--- config.mk ---
export PLATFORM = sky130hd
export DESIGN_NAME = closed_loop_trim
export DESIGN_NICKNAME = d
export VERILOG_FILES = /design/src/rtl/trim_pkg.sv /design/src/rtl/trim_avg.sv /design/src/rtl/trim_pwm.sv /design/src/rtl/trim_ctrl.sv /design/src/rtl/closed_loop_trim.sv
export SDC_FILE = /design/constraint.sdc
export NUM_CORES = 1
export LEC_CHECK = 0
export CAP_MARGIN = 5
export CORE_MARGIN = 1.5
export CORE_UTILIZATION = 57
export CTS_CLUSTER_DIAMETER = 40
export CTS_CLUSTER_SIZE = 10
export DETAILED_ROUTE_END_ITERATION = 10
export PLACE_DENSITY_LB_ADDON = 0.1
export RECOVER_POWER = 50
export SLEW_MARGIN = 10
export SYNTH_ARGS = -nofsm -noshare
export SYNTH_HDL_FRONTEND = slang
export SYNTH_SLANG_ARGS = --single-unit
--- constraint.sdc ---
create_clock -name clk -period 5.6 [get_ports clk]
set_clock_uncertainty 0.15 [all_clocks]
set_input_delay 1.12 -clock clk [delete_from_list [all_inputs] [get_ports clk]]
set_output_delay 1.12 -clock clk [all_outputs]
set_load 0.01 [all_outputs]
--- src/rtl/trim_pkg.sv ---
package trim_pkg;

    typedef enum logic [2:0] {
        S_IDLE,
        S_PRECHG,
        S_LAUNCH,
        S_PBASE,
        S_PWAIT,
        S_TRACK,
        S_FAULT
    } ctrl_state_e;

    // Polarity is positive when the reading moved the same way as the duty.
    function automatic logic probe_polarity(input logic reading_rose, input logic duty_rose);
        return reading_rose == duty_rose;
    endfunction

endpackage

--- src/rtl/trim_avg.sv ---
module trim_avg #(
    parameter int AW   = 10,
    parameter int NAVG = 4
) (
    input  logic          clk,
    input  logic          rst,
    input  logic          clr,
    input  logic          smp_v,
    input  logic [AW-1:0] smp_d,
    output logic          avg_v,
    output logic [AW-1:0] avg_d
);
    localparam int FW = $clog2(NAVG);
    localparam int SW = AW + FW;
    localparam logic [FW-1:0] FULL = FW'(NAVG - 1);

    logic [AW-1:0] win_q [NAVG-1];
    logic [FW-1:0] fill_q;
    logic [SW-1:0] sum_c;

    // Window of the previous NAVG-1 samples, newest first.
    for (genvar g = 0; g < NAVG - 1; g++) begin : g_win
        always_ff @(posedge clk) begin
            if (rst) begin
                win_q[g] <= '0;
            end else if (smp_v) begin
                if (g == 0) win_q[g] <= smp_d;
                else        win_q[g] <= win_q[g-1];
            end
        end
    end

    always_comb begin
        sum_c = SW'(smp_d);
        for (int i = 0; i < NAVG - 1; i++) begin
            sum_c = sum_c + SW'(win_q[i]);
        end
    end

    always_ff @(posedge clk) begin
        if (rst) begin
            fill_q <= '0;
            avg_v  <= 1'b0;
            avg_d  <= '0;
        end else if (clr) begin
            fill_q <= '0;
            avg_v  <= 1'b0;
        end else if (smp_v) begin
            if (fill_q != FULL) fill_q <= fill_q + FW'(1);
            avg_v <= (fill_q == FULL);
            avg_d <= sum_c[SW-1:FW];
        end else begin
            avg_v <= 1'b0;
        end
    end

    assert_clear_empties_R1: assert property (@(posedge clk) disable iff (rst)
        clr |=> !avg_v);
    assert_avg_follows_sample_R1: assert property (@(posedge clk) disable iff (rst)
        avg_v |-> $past(smp_v));

endmodule

--- src/rtl/trim_pwm.sv ---
module trim_pwm #(
    parameter int DW = 10
) (
    input  logic          clk,
    input  logic          rst,
    input  logic [DW-1:0] duty_i,
    output logic          pwm_o,
    output logic          bound_o
);
    localparam logic [DW-1:0] CMAX = '1;

    logic [DW-1:0] cnt_q;
    logic [DW-1:0] app_q;

    assign bound_o = (cnt_q == CMAX);
    assign pwm_o   = (cnt_q < app_q);

    always_ff @(posedge clk) begin
        if (rst) begin
            cnt_q <= '0;
            app_q <= '0;
        end else begin
            cnt_q <= cnt_q + DW'(1);
            if (bound_o) app_q <= duty_i;
        end
    end

    assert_duty_only_at_boundary_R2: assert property (@(posedge clk) disable iff (rst)
        !bound_o |=> $stable(app_q));
    assert_period_wraps_R2: assert property (@(posedge clk) disable iff (rst)
        bound_o |=> (cnt_q == '0));

endmodule

--- src/rtl/trim_ctrl.sv ---
module trim_ctrl
    import trim_pkg::*;
#(
    parameter int DW          = 10,
    parameter int AW          = 10,
    parameter int PROBE_STEP  = 8,
    parameter int NORESP      = 2,
    parameter int PROBE_TRIES = 4,
    parameter int SETTLE_AVGS = 5,
    parameter int DEADBAND    = 1
) (
    input  logic          clk,
    input  logic          rst,
    input  logic          en_req_i,
    input  logic          pre_sel_i,
    input  logic [AW-1:0] target_i,
    input  logic          avg_v_i,
    input  logic [AW-1:0] avg_d_i,
    input  logic          bound_i,
    output logic [DW-1:0] duty_o,
    output logic          clr_o,
    output logic          conv_en_o,
    output logic          pol_o,
    output logic          locked_o,
    output logic          fault_o
);
    localparam logic [DW-1:0] DMAX = '1;
    localparam logic [DW-1:0] DMID = DW'(1) << (DW - 1);
    localparam logic [DW-1:0] STEP = DW'(PROBE_STEP);
    localparam logic [DW-1:0] HEAD = DMAX - STEP;
    localparam int RW = $clog2(PROBE_TRIES);
    localparam int CW = $clog2(SETTLE_AVGS);
    localparam int EW = AW + 2;
    localparam logic signed [EW-1:0] NR = EW'(NORESP);
    localparam logic signed [EW-1:0] DB = EW'(DEADBAND);

    ctrl_state_e st_q;
    logic [DW-1:0] duty_q;
    logic [AW-1:0] base_q;
    logic [RW-1:0] retry_q;
    logic [CW-1:0] settle_q;
    logic          up_q, learned_q, en_q, pol_q, lock_q, fault_q;

    logic signed [EW-1:0] probe_d, trk_e;
    logic probe_resp, in_band, want_up, settled, retry_last, probe_rose;

    always_comb begin
        probe_d    = $signed({2'b00, avg_d_i}) - $signed({2'b00, base_q});
        trk_e      = $signed({2'b00, avg_d_i}) - $signed({2'b00, target_i});
        probe_resp = (probe_d >= NR) || (probe_d <= -NR);
        probe_rose = !probe_d[EW-1] && (probe_d != '0);
        in_band    = (trk_e >= -DB) && (trk_e <= DB);
        want_up    = ((avg_d_i < target_i) == pol_q);
        settled    = (settle_q == CW'(SETTLE_AVGS - 1));
        retry_last = (retry_q == RW'(PROBE_TRIES - 1));
    end

    always_ff @(posedge clk) begin
        if (rst) begin
            st_q      <= S_IDLE;
            duty_q    <= '0;
            base_q    <= '0;
            retry_q   <= '0;
            settle_q  <= '0;
            up_q      <= 1'b0;
            learned_q <= 1'b0;
            en_q      <= 1'b0;
            pol_q     <= 1'b0;
            lock_q    <= 1'b0;
            fault_q   <= 1'b0;
        end else if (!en_req_i) begin
            st_q    <= S_IDLE;
            en_q    <= 1'b0;
            lock_q  <= 1'b0;
            fault_q <= 1'b0;
            duty_q  <= '0;
        end else begin
            case (st_q)
                S_IDLE: begin
                    retry_q  <= '0;
                    settle_q <= '0;
                    if (pre_sel_i) begin
                        duty_q <= DMAX;
                        st_q   <= S_PRECHG;
                    end else begin
                        duty_q <= DMID;
                        en_q   <= 1'b1;
                        st_q   <= learned_q ? S_TRACK : S_PBASE;
                    end
                end
                S_PRECHG: begin
                    if (bound_i) st_q <= S_LAUNCH;
                end
                S_LAUNCH: begin
                    en_q <= 1'b1;
                    st_q <= learned_q ? S_TRACK : S_PBASE;
                end
                S_PBASE: begin
                    if (avg_v_i) begin
                        if (settled) begin
                            base_q   <= avg_d_i;
                            settle_q <= '0;
                            st_q     <= S_PWAIT;
                            if (duty_q <= HEAD) begin
                                duty_q <= duty_q + STEP;
                                up_q   <= 1'b1;
                            end else begin
                                duty_q <= duty_q - STEP;
                                up_q   <= 1'b0;
                            end
                        end else begin
                            settle_q <= settle_q + CW'(1);
                        end
                    end
                end
                S_PWAIT: begin
                    if (avg_v_i) begin
                        if (settled) begin
                            settle_q <= '0;
                            if (probe_resp) begin
                                pol_q     <= probe_polarity(probe_rose, up_q);
                                learned_q <= 1'b1;
                                st_q      <= S_TRACK;
                            end else if (retry_last) begin
                                fault_q <= 1'b1;
                                st_q    <= S_FAULT;
                            end else begin
                                retry_q <= retry_q + RW'(1);
                                st_q    <= S_PBASE;
                            end
                        end else begin
                            settle_q <= settle_q + CW'(1);
                        end
                    end
                end
                S_TRACK: begin
                    if (avg_v_i) begin
                        if (in_band) begin
                            lock_q <= 1'b1;
                        end else begin
                            lock_q <= 1'b0;
                            if (want_up ? (duty_q == DMAX) : (duty_q == '0)) begin
                                fault_q <= 1'b1;
                                st_q    <= S_FAULT;
                            end else if (want_up) begin
                                duty_q <= duty_q + DW'(1);
                            end else begin
                                duty_q <= duty_q - DW'(1);
                            end
                        end
                    end
                end
                S_FAULT: begin
                end
                default: st_q <= S_IDLE;
            endcase
        end
    end

    assign duty_o    = duty_q;
    assign clr_o     = (st_q == S_IDLE);
    assign conv_en_o = en_q;
    assign pol_o     = pol_q;
    assign locked_o  = lock_q;
    assign fault_o   = fault_q;

    assert_plain_start_R3: assert property (@(posedge clk) disable iff (rst)
        (st_q == S_IDLE && en_req_i && !pre_sel_i) |=> conv_en_o);
    assert_precharge_holds_enable_R4: assert property (@(posedge clk) disable iff (rst)
        (st_q == S_PRECHG) |-> !conv_en_o);
    assert_probe_wait_steady_R5: assert property (@(posedge clk) disable iff (rst)
        (st_q == S_PWAIT && en_req_i && !avg_v_i) |=> $stable(duty_q));
    assert_track_steps_on_avg_R6: assert property (@(posedge clk) disable iff (rst)
        (st_q == S_TRACK && en_req_i && !avg_v_i) |=> $stable(duty_q));
    assert_lock_only_tracking_R7: assert property (@(posedge clk) disable iff (rst)
        locked_o |-> (st_q == S_TRACK));
    assert_fault_freezes_R8: assert property (@(posedge clk) disable iff (rst)
        (st_q == S_FAULT && en_req_i) |=> (fault_o && $stable(duty_q)));
    assert_drop_to_idle_R9: assert property (@(posedge clk) disable iff (rst)
        !en_req_i |=> (!conv_en_o && !locked_o && !fault_o));

endmodule

--- src/rtl/closed_loop_trim.sv ---
module closed_loop_trim
    import trim_pkg::*;
#(
    parameter int DUTY_W      = 10,
    parameter int ADC_W       = 10,
    parameter int AVG_N       = 4,
    parameter int PROBE_STEP  = 8,
    parameter int NORESP      = 2,
    parameter int PROBE_TRIES = 4,
    parameter int SETTLE_AVGS = 5,
    parameter int DEADBAND    = 1
) (
    input  logic             clk,
    input  logic             rst,
    input  logic             en_req,
    input  logic [ADC_W-1:0] target,
    input  logic             sample_valid,
    input  logic [ADC_W-1:0] sample_data,
    input  logic             precharge_sel,
    output logic             trim_pwm,
    output logic             conv_en,
    output logic             trim_pol,
    output logic             locked,
    output logic             fault
);
    logic              clr;
    logic              avg_v;
    logic [ADC_W-1:0]  avg_d;
    logic [DUTY_W-1:0] duty;
    logic              bound;

    trim_avg #(.AW(ADC_W), .NAVG(AVG_N)) avg_i (
        .clk   (clk),
        .rst   (rst),
        .clr   (clr),
        .smp_v (sample_valid),
        .smp_d (sample_data),
        .avg_v (avg_v),
        .avg_d (avg_d)
    );

    trim_ctrl #(
        .DW          (DUTY_W),
        .AW          (ADC_W),
        .PROBE_STEP  (PROBE_STEP),
        .NORESP      (NORESP),
        .PROBE_TRIES (PROBE_TRIES),
        .SETTLE_AVGS (SETTLE_AVGS),
        .DEADBAND    (DEADBAND)
    ) ctrl_i (
        .clk       (clk),
        .rst       (rst),
        .en_req_i  (en_req),
        .pre_sel_i (precharge_sel),
        .target_i  (target),
        .avg_v_i   (avg_v),
        .avg_d_i   (avg_d),
        .bound_i   (bound),
        .duty_o    (duty),
        .clr_o     (clr),
        .conv_en_o (conv_en),
        .pol_o     (trim_pol),
        .locked_o  (locked),
        .fault_o   (fault)
    );

    trim_pwm #(.DW(DUTY_W)) pwm_i (
        .clk     (clk),
        .rst     (rst),
        .duty_i  (duty),
        .pwm_o   (trim_pwm),
        .bound_o (bound)
    );

endmodule

== Yosys cells after proc, flatten, opt, wreduce, memory -nomap -nowiden ==
Memory sizes are Yosys's and may differ from the RTL's.
Cells that the tools add are included.
Cells by class
  $add $sub $neg: 13
  magnitude comparators: 7
  equal/unequal tests: 28
  multiplexer cells: 51
  bitwise gates (word level): 7
  reduce and logical (&&, ||, !) cells: 27
Operator list (number)
  $mux 10: 10
  $mux 3: 14
  $pmux 10 s3: 1
  $add 12x10->12: 2
  $le 12x2->1 const B: 2
  $sub 10x10->11: 2
  $pmux 3 s7: 1
  $add 10x1->10 const B: 2
  $eq 10x10->1 const B: 2
  $lt 10x10->1: 2
  $ne 2x2->1 const B: 10
  $mux 1: 16
  $eq 3x3->1 const B: 4
  $ge 12x1->1 const B: 1
  $ge 12x3->1 const B: 1
  $reduce_and 6->1: 2
  $reduce_bool 12->1: 1
  $add 10x10->11: 1
  $add 10x4->10 const B: 1
  $le 10x10->1 const B: 1
  $logic_not 10->1: 1
  $ne 2x1->1 const B: 5
  $sub 10x1->10 const B: 1
  $sub 10x4->10 const B: 1
  other kinds (27): 49
Storage, ports and cells
  register bits: 67
  bits in writable memories: 30
  bits of input ports: 25
  word-level logic and storage cells: 150
  memories kept: 1
Memories
  avg_i.win_q: depth 3, width 10, read ports 3, clocked after Yosys merged registers in 0, write ports 3, RTL line trim_avg.sv:17  | logic [AW-1:0] win_q [NAVG-1];

== Depth between registers and ports, before layout ==
Gate-level depths: netlist (run 1).
  depth in word-level cells: 7
  mapped depth: 19

== By module ==
From an unflattened synthesis (run 1), not the netlist that was laid out.
Unflattened totals
  cells, all modules: 803
  area total of the unflattened synthesis: 7061.8 sq um
Modules (own cells, without submodules)
  trim_ctrl: instances 1, cells an instance 444, area an instance 3385.7 sq um, seq. area each 680.7 sq um
  trim_avg: instances 1, cells an instance 251, area an instance 2686.3 sq um, seq. area each 1161.1 sq um
  trim_pwm: instances 1, cells an instance 108, area an instance 989.7 sq um, seq. area each 400.4 sq um

== Worst setup path after synthesis (run 1) ==
OpenSTA, ideal clock, no wires.
  kind: input -> register
  from: input port target[5]
  to: register ctrl_i.duty_q[8] (netlist: ctrl_i.duty_o[8])
  setup time: 0.132 ns
  data arrival time: 4.253 ns
  path slack: 1.065 ns
  cell stages on the path: 19
  path buffers: 1
  path through: inv_1 -> ha_1 -> buf_2 -> o21ai_1 -> a21boi_1 -> o211ai_1 -> nand2_1 -> xor2_1 -> inv_1 -> ha_1 -> nor2b_1 -> o21ai_0 -> a21oi_1 -> o21a_1 -> o41ai_1 -> xor2_1 -> o221ai_1 -> a21oi_1 -> nor3_1
Between the ends
  cells in the longest elaborated chain, start to end: 7
  elaborated cells between the ends (all ways): 15
RTL lines
  start, declared: RTL line closed_loop_trim.sv:16  | input logic [ADC_W-1:0] target,
  branches (longest 7 deep; another with $ge 12x1->1)
  end signal, assigned: RTL line trim_ctrl.sv:105  | duty_q <= duty_q + STEP;
  end signal, assigned: RTL line trim_ctrl.sv:146  | duty_q <= duty_q + DW'(1);
  end signal, assigned: RTL line trim_ctrl.sv:148  | duty_q <= duty_q - DW'(1);
  end, declared: RTL line trim_ctrl.sv:38  | logic [DW-1:0] duty_q;
Parallel ways; which one is timed is not known. The select of a mux whose other input is x is not followed.
A chain may end at the register's enable or synchronous reset.

== Final worst setup path (run 1) ==
  from: input port sample_data[0]
  to: register avg_i.avg_d[7]
Between the ends
  cells in the longest elaborated chain, start to end: 3
RTL lines
  start, declared: RTL line closed_loop_trim.sv:18  | input logic [ADC_W-1:0] sample_data,
  $add 10x10->11: RTL line trim_avg.sv:36  | sum_c = sum_c + SW'(win_q[i]);
  $add 12x10->12 (2 in series): RTL line trim_avg.sv:36
  end signal, assigned: RTL line trim_avg.sv:51  | avg_d <= sum_c[SW-1:FW];
  end, declared: RTL line trim_avg.sv:11  | output logic [AW-1:0] avg_d
Every way passes these cells.

==> results of run 1 <==
[synth_stat cells (all sizes together) (18+ instances only)]
master,number
xor2,21
ha,67
o21ai,35
nand2,68
clkbuf,21
and2,33
edfxtp,30
nor2,77
inv,96
a21oi,66
dfxtp,67
nand3,18
nor3,33
xnor2,23
[area by class of cell]
cell class / instances / area (sq um) / area share
clock inverter: 6 / 56.3 / 0.00720
clock buffer: 10 / 250 / 0.0320
timing repair buffer: 31 / 295 / 0.0377
multi-input combinational: 624 / 4410 / 0.563
tap: 168 / 210 / 0.0269
inverter: 97 / 364 / 0.0465
sequential: 97 / 2240 / 0.287
[metrics by stage]
stage               total power (W)  area, sq um  hold WS (ns)  std cells
global placement            0.00161         7520         0.281       1017
floorplan                   0.00146         7110         0.271        842
finish                      0.00227         7830         0.301       1033
CTS                         0.00229         7830         0.306       1033
detailed placement          0.00165         7520         0.291       1017
global route                0.00243         7830         0.324       1033
[critical path, stage by stage]
cell and delay [ns]:
clkdlybuf4s50_1 0.42, ha_1 0.24, fa_1 0.48, inv_1 0.05, fa_1 0.46, or2_2 0.32, fa_1 0.37, nor2b_1 0.15
o21ai_0 0.13, a21boi_0 0.25, o21ai_0 0.14, a21boi_0 0.26, o21ai_0 0.15, nand2b_1 0.11, nor4b_1 0.06, a211o_1 0.38
[flip-flops by register name, summed over array words and instances (netlist names), 2 cells and up]
signal / count
avg_i.win_q: 30
avg_i.avg_d: 10
ctrl_i.base_q: 10
ctrl_i.duty_o: 10
pwm_i.app_q: 10
pwm_i.cnt_q: 10
ctrl_i.settle_q: 3
ctrl_i.st_q: 3
avg_i.fill_q: 2
ctrl_i.retry_q: 2
[kinds of logic (layout without fill, tap and decap cells)]
kind of cell | count (synthesis) | after routing | share of synthesized area
compound gates | 177 | 177 | 0.163
simple gates | 303 | 303 | 0.215
flops | 97 | 97 | 0.316
fa+ha+maj | 82 | 82 | 0.160
mux | 17 | 17 | 0.0243
xor+xnor | 45 | 45 | 0.0574
buf+inv | 121 | 144 | 0.0643
[worst max-delay path by stage]
stage / slack (ns) / depth (start not counted) / startpoint / to
final: 0.61 / 16 / sample_data[0] / avg_i.avg_d[7]$_SDFFE_PP0P_
after global routing: 0.17 / 16 / sample_data[0] / avg_i.avg_d[7]$_SDFFE_PP0P_
after CTS: 0.70 / 16 / sample_data[0] / avg_i.avg_d[7]$_SDFFE_PP0P_
after detailed placement: 0.32 / 16 / sample_data[0] / avg_i.avg_d[7]$_SDFFE_PP0P_
after global placement: 0.47 / 16 / sample_data[0] / avg_i.avg_d[7]$_SDFFE_PP0P_
after floorplan: 1.06 / 19 / target[5] / ctrl_i.duty_o[8]$_SDFFE_PP0P_
[routing by layer]
layer,part of all wire,GRT usage
met2,0.46,0.394
met1,0.48,0.314
met4,0.023,0.101
met3,0.042,0.0365
met5,0,0
[power breakdown]
group,switching [W],internal [W],total [W]
Sequential,0.0000456,0.000763,0.000809
Clock,0.000265,0.000369,0.000634
Combinational,0.000471,0.000360,0.000831
Total,0.000781,0.00149,0.00227
==> results.yml, run 1 <==
status:
  status: "finished, violations left"
  violations: "max-capacitance violations, max-slew violations"
synth:
  yosysWarnings: 0
  synth.largest_area_cell: "dfxtp_1"
  async_flop_share: 0
  synth_seq_cells: 97
  synth.distinct_cells: 72
  ys.flop_type: "dfxtp_1"
  ys_top_cells_by_area: "dfxtp_1, edfxtp_1, ha_1"
  synth-edff-count: 30
  syn_area_sq_um: 7110
  synth_top_area_share: 0.189
  syn_nets: 949
  synth_area_per_cell_sq_um: 8.44
  seq_area_frac_synth: 0.316
  syn-instance-count: 842
global_routing:
  track_usage: 0.239
  grt_overflow_total: 0
  grt_first_pass_wirelength_um: 25300
  grt_max_degree: 58
  antenna_found_initial: 0
  grt_pass1_vias: 5679
routing:
  routed_wl_um: 14700
  ant_nets: 0
  dr.first_iter.drc_count: 419
  route.detailed.drc: 0
  dr.pass1.iters: 5
  wl_per_cell_um: 14.3
  viasPerCell: 5.61
  vias: 5791
timing:
  post-route-period-util: 0.892
  tns_ns: 0
  max_freq_ghz: 0.200
  fin_ws_ns: 0.607
  rsz0062_at_grt: "no"
  period_needed_ns: 4.99
  max_slew_margin: -0.712
  drv_slew: 58
  setup_violations: 0
  worst_slew_pin_slew_ns: 2.57
  finalHoldViolCount: 0
layout:
  num-fill-cells: 1044
  layout_common_cells: "inv_1, nor2_1, nand2_1"
  n_antenna_cell: 0
  final_core_util: 0.649
  final_nets: 967
  final_common_cell: "inv_1"
  syn_to_final_growth_pct: 10.1
  drive_gt1_frac: 0.0405
critical_path:
  end_kind: "flop"
  rr_worst_depth: 15
  regToRegStartpoint: "avg_i.win_q[0][0]$_SDFFCE_PN0P_"
  crit_fanout: 2
  r2r_slack_ns: 1.43
  path_class: "primary input to flop"
  arrival_ns: 5.08
  start_kind: "primary input"
  crit_required_ns: 5.69
  rr_endpoint: "avg_i.avg_d[7]$_SDFFE_PP0P_"
clock_network:
  clockBufferDepth: 2
  hold_buffers: 0
  cts_sinks: 97
  clock_latency_ns: 0.35
  cts-resized-gates: 0
  cts_htree_levels: 3
  cts_tree: "done"
  numCtsBuffers: 9
  post_cts_buffers: 0
  clock-root-buffer: "clkbuf_16"
  clkSlewWorstSetupHoldPaths_ns: 0.07
die:
  die_y_um: 115
  pin_count: 30
  coreArea_sq_um: 12100
  rows: 40
  die_w_um: 115
  start_util: 0.589
  die-area_sq_um: 13100
hold_path:
  min-delay-start: "ctrl_i.fault_o$_SDFFE_PP0P_"
  hold-path-endpoint: "ctrl_i.fault_o$_SDFFE_PP0P_"
  min_path_cells: 2
  min_path_type: "flop to flop"
placed_design:
  io_buffers: 29
  place_hpwl_um: 11000
  routabilityCongestion: 0.939
  post-place-ws_ns: 0.316
pwr:
  p_leak_nw: 3.24
  vdd_drop_max_mv: 0.246
  p_per_area_nw_per_um2: 291
job:
  drv_cap: 1
No activity file was read; power rests on OpenSTA's default activity.
==> run 2: changes to the inputs <==
Settings changed: CTS_CLUSTER_SIZE 10 to not set.
==> results of run 2 <==
Final layout, timing and power as in run 1 (identical DEF).
